===== config.mk =====
export PLATFORM = sky130hd
export DESIGN_NAME = lut_cell
export DESIGN_NICKNAME = d
export VERILOG_FILES = /design/src/rtl/lut_cell_pkg.sv /design/src/rtl/lut_cell_mode_reg.sv /design/src/rtl/lut_cell_ctrl.sv /design/src/rtl/lut_cell_array.sv /design/src/rtl/lut_cell_rdmux.sv /design/src/rtl/lut_cell.sv
export SDC_FILE = /design/constraint.sdc
export NUM_CORES = 1
export LEC_CHECK = 0
export CAP_MARGIN = 20
export CORE_UTILIZATION = 50
export DETAILED_ROUTE_END_ITERATION = 8
export PLACE_DENSITY = 0.82
export SLEW_MARGIN = 20
export SYNTH_ARGS = -nofsm -noshare
export SYNTH_HDL_FRONTEND = slang
export SYNTH_HIERARCHICAL = 1
export SYNTH_SLANG_ARGS = --single-unit

===== constraint.sdc =====
create_clock -name clk -period 1.7 [get_ports clk]
set_clock_uncertainty 0.05 [all_clocks]
set_input_delay 0.34 -clock clk [delete_from_list [all_inputs] [get_ports clk]]
set_output_delay 0.34 -clock clk [all_outputs]
set_load 0.1 [all_outputs]

===== src/rtl/lut_cell_pkg.sv =====
package lut_cell_pkg;

    typedef enum logic [1:0] {
        CM_LOOKUP = 2'b00,
        CM_RAM    = 2'b01,
        CM_SHIFT  = 2'b10,
        CM_RSVD   = 2'b11
    } cell_mode_e;

    // Per-cycle update request derived from mode and enable.
    typedef struct packed {
        logic wr;     // store din at the addressed location
        logic shift;  // move the whole chain up by one place
    } cell_op_t;

    // The reserved code falls back to the read-only table.
    function automatic cell_mode_e resolve_mode(input logic [1:0] raw);
        cell_mode_e m;
        m = cell_mode_e'(raw);
        if (m == CM_RSVD) m = CM_LOOKUP;
        return m;
    endfunction

endpackage


===== src/rtl/lut_cell_mode_reg.sv =====
module lut_cell_mode_reg
    import lut_cell_pkg::*;
(
    input  logic       clk,
    input  logic       rst,
    input  logic [1:0] mode_i,
    output cell_mode_e mode_o
);

    cell_mode_e mode_q;

    always_ff @(posedge clk) begin
        if (rst) mode_q <= resolve_mode(mode_i);
    end

    assign mode_o = mode_q;

    AST_MODE_FIXED: assert property (@(posedge clk) disable iff (rst)
        1'b1 |=> $stable(mode_q));

    AST_MODE_LEGAL: assert property (@(posedge clk) disable iff (rst)
        mode_q != CM_RSVD);

endmodule


===== src/rtl/lut_cell_ctrl.sv =====
module lut_cell_ctrl
    import lut_cell_pkg::*;
(
    input  cell_mode_e mode_i,
    input  logic       wr_en_i,
    output cell_op_t   op_o
);

    always_comb begin
        op_o = '0;
        unique case (mode_i)
            CM_RAM:   op_o.wr    = wr_en_i;
            CM_SHIFT: op_o.shift = wr_en_i;
            default:  op_o       = '0;
        endcase
    end

endmodule


===== src/rtl/lut_cell_array.sv =====
module lut_cell_array
    import lut_cell_pkg::*;
#(
    parameter int unsigned      DEPTH = 16,
    parameter int unsigned      AW    = $clog2(DEPTH),
    parameter logic [DEPTH-1:0] INIT  = '0
) (
    input  logic             clk,
    input  logic             rst,
    input  cell_op_t         op_i,
    input  logic [AW-1:0]    addr_i,
    input  logic             din_i,
    output logic [DEPTH-1:0] bits_o
);

    logic [DEPTH-1:0] bits_q;
    logic [DEPTH-1:0] shift_src;

    // Source of each stage when shifting: serial input for stage 0,
    // the stage below otherwise.
    assign shift_src = {bits_q[DEPTH-2:0], din_i};

    for (genvar i = 0; i < DEPTH; i++) begin : g_bit
        logic sel;
        assign sel = (addr_i == AW'(i));

        always_ff @(posedge clk) begin
            if (rst)                  bits_q[i] <= INIT[i];
            else if (op_i.shift)      bits_q[i] <= shift_src[i];
            else if (op_i.wr && sel)  bits_q[i] <= din_i;
        end
    end

    assign bits_o = bits_q;

    AST_RAM_STORE: assert property (@(posedge clk) disable iff (rst)
        op_i.wr |=> bits_q[$past(addr_i)] == $past(din_i));

    AST_SHIFT_MOVE: assert property (@(posedge clk) disable iff (rst)
        op_i.shift |=> (bits_q[0] == $past(din_i)) &&
                       (bits_q[DEPTH-1:1] == $past(bits_q[DEPTH-2:0])));

    AST_IDLE_HOLD: assert property (@(posedge clk) disable iff (rst)
        (!op_i.wr && !op_i.shift) |=> $stable(bits_q));

    AST_OP_EXCL: assert property (@(posedge clk) disable iff (rst)
        $onehot0({op_i.wr, op_i.shift}));

endmodule


===== src/rtl/lut_cell_rdmux.sv =====
module lut_cell_rdmux #(
    parameter int unsigned DEPTH = 16,
    parameter int unsigned AW    = $clog2(DEPTH)
) (
    input  logic [DEPTH-1:0] bits_i,
    input  logic [AW-1:0]    addr_i,
    output logic             dout_o,
    output logic             cascade_o
);

    assign dout_o    = bits_i[addr_i];
    assign cascade_o = bits_i[DEPTH-1];

endmodule


===== src/rtl/lut_cell.sv =====
module lut_cell
    import lut_cell_pkg::*;
#(
    parameter int unsigned      DEPTH = 16,
    parameter logic [DEPTH-1:0] INIT  = 16'hA5C3,
    localparam int unsigned     AW    = $clog2(DEPTH)
) (
    input  logic          clk,
    input  logic          rst,
    input  logic [1:0]    mode_i,
    input  logic [AW-1:0] addr_i,
    input  logic          din_i,
    input  logic          wr_en_i,
    output logic          dout_o,
    output logic          cascade_o
);

    cell_mode_e       mode_q;
    cell_op_t         op;
    logic [DEPTH-1:0] bits;

    lut_cell_mode_reg u_mode (
        .clk    (clk),
        .rst    (rst),
        .mode_i (mode_i),
        .mode_o (mode_q)
    );

    lut_cell_ctrl u_ctrl (
        .mode_i  (mode_q),
        .wr_en_i (wr_en_i),
        .op_o    (op)
    );

    lut_cell_array #(.DEPTH(DEPTH), .AW(AW), .INIT(INIT)) u_array (
        .clk    (clk),
        .rst    (rst),
        .op_i   (op),
        .addr_i (addr_i),
        .din_i  (din_i),
        .bits_o (bits)
    );

    lut_cell_rdmux #(.DEPTH(DEPTH), .AW(AW)) u_rd (
        .bits_i    (bits),
        .addr_i    (addr_i),
        .dout_o    (dout_o),
        .cascade_o (cascade_o)
    );

    AST_ROM_HOLD: assert property (@(posedge clk) disable iff (rst)
        (mode_q == CM_LOOKUP) |=> $stable(bits));

    AST_RESET_LOAD: assert property (@(posedge clk)
        rst |=> (bits == INIT));

endmodule


* Word level (Yosys, flattened, before mapping)
Cells that the tools add are included.
** Cells by class
- Order comparisons :: 1
- Equality and inequality tests :: 18
- Muxes and demuxes :: 36
- Reduce and logical (&&, ||, !) cells :: 33
** Operators with widths (number)
- $mux 1 :: 35
- $eq 4x4->1 const B :: 8
- $reduce_bool 2->1 :: 16
- $eq 4x3->1 const B :: 4
- $logic_and 1x1->1 :: 16
- $eq 4x2->1 const B :: 2
- $lt 4x5->1 const B :: 1
- $bmux 1 s4 :: 1
- $eq 2x2->1 const B :: 2
- $eq 4x1->1 const B :: 1
- $logic_not 4->1 :: 1
- $eq 2x1->1 const B :: 1
** Word-level totals
- Register bits :: 18
- Input port bits :: 10
- Output and inout port bits :: 2

* Logic depth before layout (Yosys ltp)
- Depth in word-level cells :: 5
- Depth in mapped cells :: 6
- Depth with buffers taken out :: 4

* Cells and area by module
The synthesis kept the hierarchy.
** Modules (own cells, without submodules)
- lut_cell_array :: instances 1, cells each 106, area each 933.4 um2, sequential area each 320.3 um2
- lut_cell_rdmux :: instances 1, cells each 8, area each 142.6 um2, sequential area each 0.0 um2
- lut_cell_mode_reg :: instances 1, cells each 4, area each 75.1 um2, sequential area each 60.1 um2
- lut_cell_ctrl :: instances 1, cells each 2, area each 17.5 um2, sequential area each 0.0 um2

* Worst setup path after synthesis
OpenSTA, ideal clock, no wires.
- Path type :: input to output
- Start point :: in addr_i[0]
- End point :: out dout_o
- Arrival :: 2.260 ns
- Path slack :: -0.950 ns
- Cell stages on the path :: 3
- Path buffers :: 0
- Cells stage by stage :: mux4_1 > mux2i_1 > mux2i_1
** Between the ends
- Word-level cells in the longest chain between the ends :: 2
** RTL lines
- from (decl) :: RTL line lut_cell.sv:11 : input logic [AW-1:0] addr_i,
- $bmux 1 s4 :: RTL line lut_cell_rdmux.sv:11 : assign dout_o = bits_i[addr_i];
- $mux 1 (implied by the code) :: RTL line lut_cell_rdmux.sv:11
- to (decl) :: RTL line lut_cell.sv:14 : output logic dout_o,
No other way between the ends. The select of a mux whose other input is x is not followed.

* Worst setup path in the final report
- Start point :: reg u_array.bits_q[15], in the netlist u_array/bits_o[15]
- End point :: out dout_o
** Between the ends
- Word-level cells in the longest chain between the ends :: 2
** RTL lines
- from (decl) :: RTL line lut_cell_array.sv:16 : logic [DEPTH-1:0] bits_q;
- from (signal, indexed assignment) :: RTL line lut_cell_array.sv:28 : if (rst) bits_q[i] <= INIT[i];
- from (signal, indexed assignment) :: RTL line lut_cell_array.sv:29 : else if (op_i.shift) bits_q[i] <= shift_src[i];
- from (signal, indexed assignment) :: RTL line lut_cell_array.sv:30 : else if (op_i.wr && sel) bits_q[i] <= din_i;
- $bmux 1 s4 :: RTL line lut_cell_rdmux.sv:11
- $mux 1 (implied by the code) :: RTL line lut_cell_rdmux.sv:11
No other way between the ends. The select of a mux whose other input is x is not followed.

==> summary.md <==
| Metric | Value |
|---|---|
| Pre-Repair DR Iteration Count | `4` |
| Clk_lat worst skew | `320 ps` |
| Number of buffers created by CTS | `3` |
| Hold Fails Final Rpt | `0` |
| First-pass GRT wire length | `5.66 mm` |
| Slack of the critical path | `-327 ps` |
| Minimum clock period | `2030 ps` |
| Worst slew margin | `0.732` |
| Final net count | `170` |
| DRT iter0 DRCs | `98` |
| Critical Path End Type | `output port` |
| Initial antenna violation count | `0` |
| Final WL | `3.66 mm` |
| Syn. warnings | `6` |
| Clock power share | `0.226` |
| Sw power | `0.000359 W` |
| H-tree depth | `1` |
| CP max FO | `3` |
| Seq pwr share | `0.444` |
| Sw Ratio | `0.332` |
| Vias | `1206` |
| Pwr/cell area | `672 nW/um2` |
| Design Power | `0.00108 W` |
| Cells after synthesis | `120` |
| Pint | `0.000720 W` |
| WP data required | `1310 ps` |
| GP Congestion | `0.932` |
| Syn Area/Cell | `9.74 um2` |
| Cell Area, Synth | `1170 um2` |
| Hold Path Class | `input port to flop` |
| Peak VDD IR | `0.000653 V` |
| # Max-Cap Violations | `0` |
| DP HPWL | `2.51 mm` |
| Fillcell total | `174` |
| Synth cell types | `43` |
| WL/cell | `19.6 um` |
| Clock Tree Buf Depth | `2` |
| GRT Total Usage | `0.306` |
| Clock root buffer | `clkbuf_4` |
| Tightest Pin Transition | `402 ps` |
| Die area | `2530 um2` |
| Number of global-route vias before repair | `1181` |
| Main synth FF type | `dfxtp_1` |
| ANT cells | `0` |
| Clock slew at reported path FFs | `110 ps` |
| Row cnt | `17` |
| Failing checks | `negative setup slack` |
| CP max stage delay | `490 ps` |
| CP cell instances | `mux4_2 -> mux2i_4 -> mux2i_4 -> buf_12` |
| Via density | `6.45` |
| Most frequent cells in the layout | `buf_4, dfxtp_1, nor2_1` |
| RSZ-0062 raised after global routing | `yes` |
| Share of layout cells above drive strength 1 | `0.403` |
| Synthesized flop and latch total | `18` |
| CP arrival | `1640 ps` |
| Post-CTS Hold Buffers | `0` |
| CTS Sinks | `18` |
| TritonCTS clock tree | `done` |
| Setup Crit Path Kind | `flop to output port` |
| Status | `finished with violations` |
| I/O pin count | `12` |
| P&R area growth vs syn | `37.5%` |
| Finish-stage setup viols | `1` |
| Die Y | `50.3 um` |
| P_leak | `0.642 nW` |
| Combinational share of power | `0.330` |
| Post-route clock period utilization | `1.19` |
| Slew Limit Fails | `0` |
| DIE WIDTH | `50.3 um` |
| Post-synth EDFFs | `2` |
| Crit start category | `flop` |
| Largest net degree at the start of global routing | `11` |
| Worst hold margin | `383 ps` |
| Commonest non-fill, non-tap cell in the layout | `buf_4` |
| Net Count, Synth | `130` |
| # DRC | `0` |
| Initial core utilization | `0.528` |
| Slowest-stage cell, CP | `mux4_2` |
| Post-synth ARST share | `0` |
| Buf+Inv Stages, Crit Path | `1` |
| Crit-path most repeated cell | `mux2i_4` |
| Overflow after GRT | `0` |
| Port bufs | `11` |
| Detail Route Antenna Nets | `0` |
| Register area share after synthesis | `0.325` |
| CP top delay family | `multiplexers` |
| Core Area | `2210 um2` |
| Peak Freq | `493 MHz` |
power by group through the flow:
| stage | logic [W] | registers [W] | clock network [W] |
|---|---|---|---|
| 2_1_floorplan | 0.000183 | 0.000481 | 0 |
| 3_3_place_gp | 0.000308 | 0.000488 | 0 |
| 3_5_place_dp | 0.000320 | 0.000488 | 0 |
| 4_1_cts | 0.000337 | 0.000480 | 0.000243 |
| 5_1_grt | 0.000375 | 0.000481 | 0.000259 |
| 6_report | 0.000356 | 0.000479 | 0.000244 |
final timing paths:
check,depth (start not counted),slack [ps],to,startpoint
max,4,-330,dout_o,u_array/bits_o[15]$_SDFFE_PP1P_
min,4,380,u_array/bits_o[15]$_SDFFE_PP1P_,addr_i[0]
max reg2reg,5,20,u_array/bits_o[3]$_SDFFE_PP0P_,u_mode/mode_o[1]$_SDFFCE_PN0P_
min reg2reg,1,480,u_array/bits_o[1]$_SDFFE_PP1P_,u_array/bits_o[0]$_SDFFE_PP1P_
worst register-to-register path: stages (launching register included):
cell,delay [ps]
edfxtp_1,390
and3b_2,300
nor3b_4,270
buf_4,170
a311oi_2,90
nor4_1,300
cells by family (layout without fill, tap and decap cells):
| group | count (synthesis) | after routing | synth area share |
|---|---|---|---|
| muxes | 8 | 8 | 0.124 |
| and+or+nand+nor | 50 | 50 | 0.263 |
| DFF | 18 | 18 | 0.325 |
| buffers and inverters | 15 | 54 | 0.0771 |
| AOI/OAI and AO/OA | 29 | 29 | 0.210 |
per-layer routing:
metal,vias to the layer above,global-route usage,share of wire
met3,14,0.0848,0.10
met2,85,0.493,0.48
met5,-,0,0
met4,0,0.125,0.030
li1,545,-,-
met1,562,0.383,0.39
cell usage after synthesis, drive strengths merged, types with 3 or more instances:
cell type   n  share of area
dfxtp      16           0.27
buf        10          0.061
nor2       10          0.032
nand2       6          0.019
nand3       6          0.026
a211oi      5          0.032
and3        5          0.031
and3b       5          0.037
a311oi      4          0.030
mux2i       4          0.034
mux4        4          0.090
a2111oi     3          0.029
a21oi       3          0.013
a311o       3          0.026
inv         3         0.0096
nor2b       3          0.016
nor4        3          0.016
o211ai      3          0.019
flip-flops by register name, summed over array words and instances, names as in the netlist:
name and flops:
u_array/bits_o 16, u_mode/mode_o 2
metrics by stage:
step	cell area [um2]	setup TNS, ps	utilization	worst slack, ps	instances
floorplan	1180	-58.2	-	-58.2	120
global placement	1520	-4720	0.687	-723	181
detailed placement	1520	-5670	0.687	-769	181
CTS	1570	-312	0.709	-312	185
global route	1610	-416	0.726	-371	187
finish	1610	-327	0.726	-327	187
cell type report:
type,instances,area (um2),share of cell area
inverter,3,15.0,0.00935
clock inverter,1,3.75,0.00234
tap,28,35.0,0.0218
sequential,18,387,0.241
clock buffer,3,22.5,0.0140
multi-input combinational,87,743,0.463
timing repair buffer,47,400,0.249
repair_timing:
action                     CTS  global route
pin swaps                    1             3
setup buffers                0             2
setup endpoints to repair    7             7
gates resized for setup     17             6
Power figures use the tool's default switching activity.
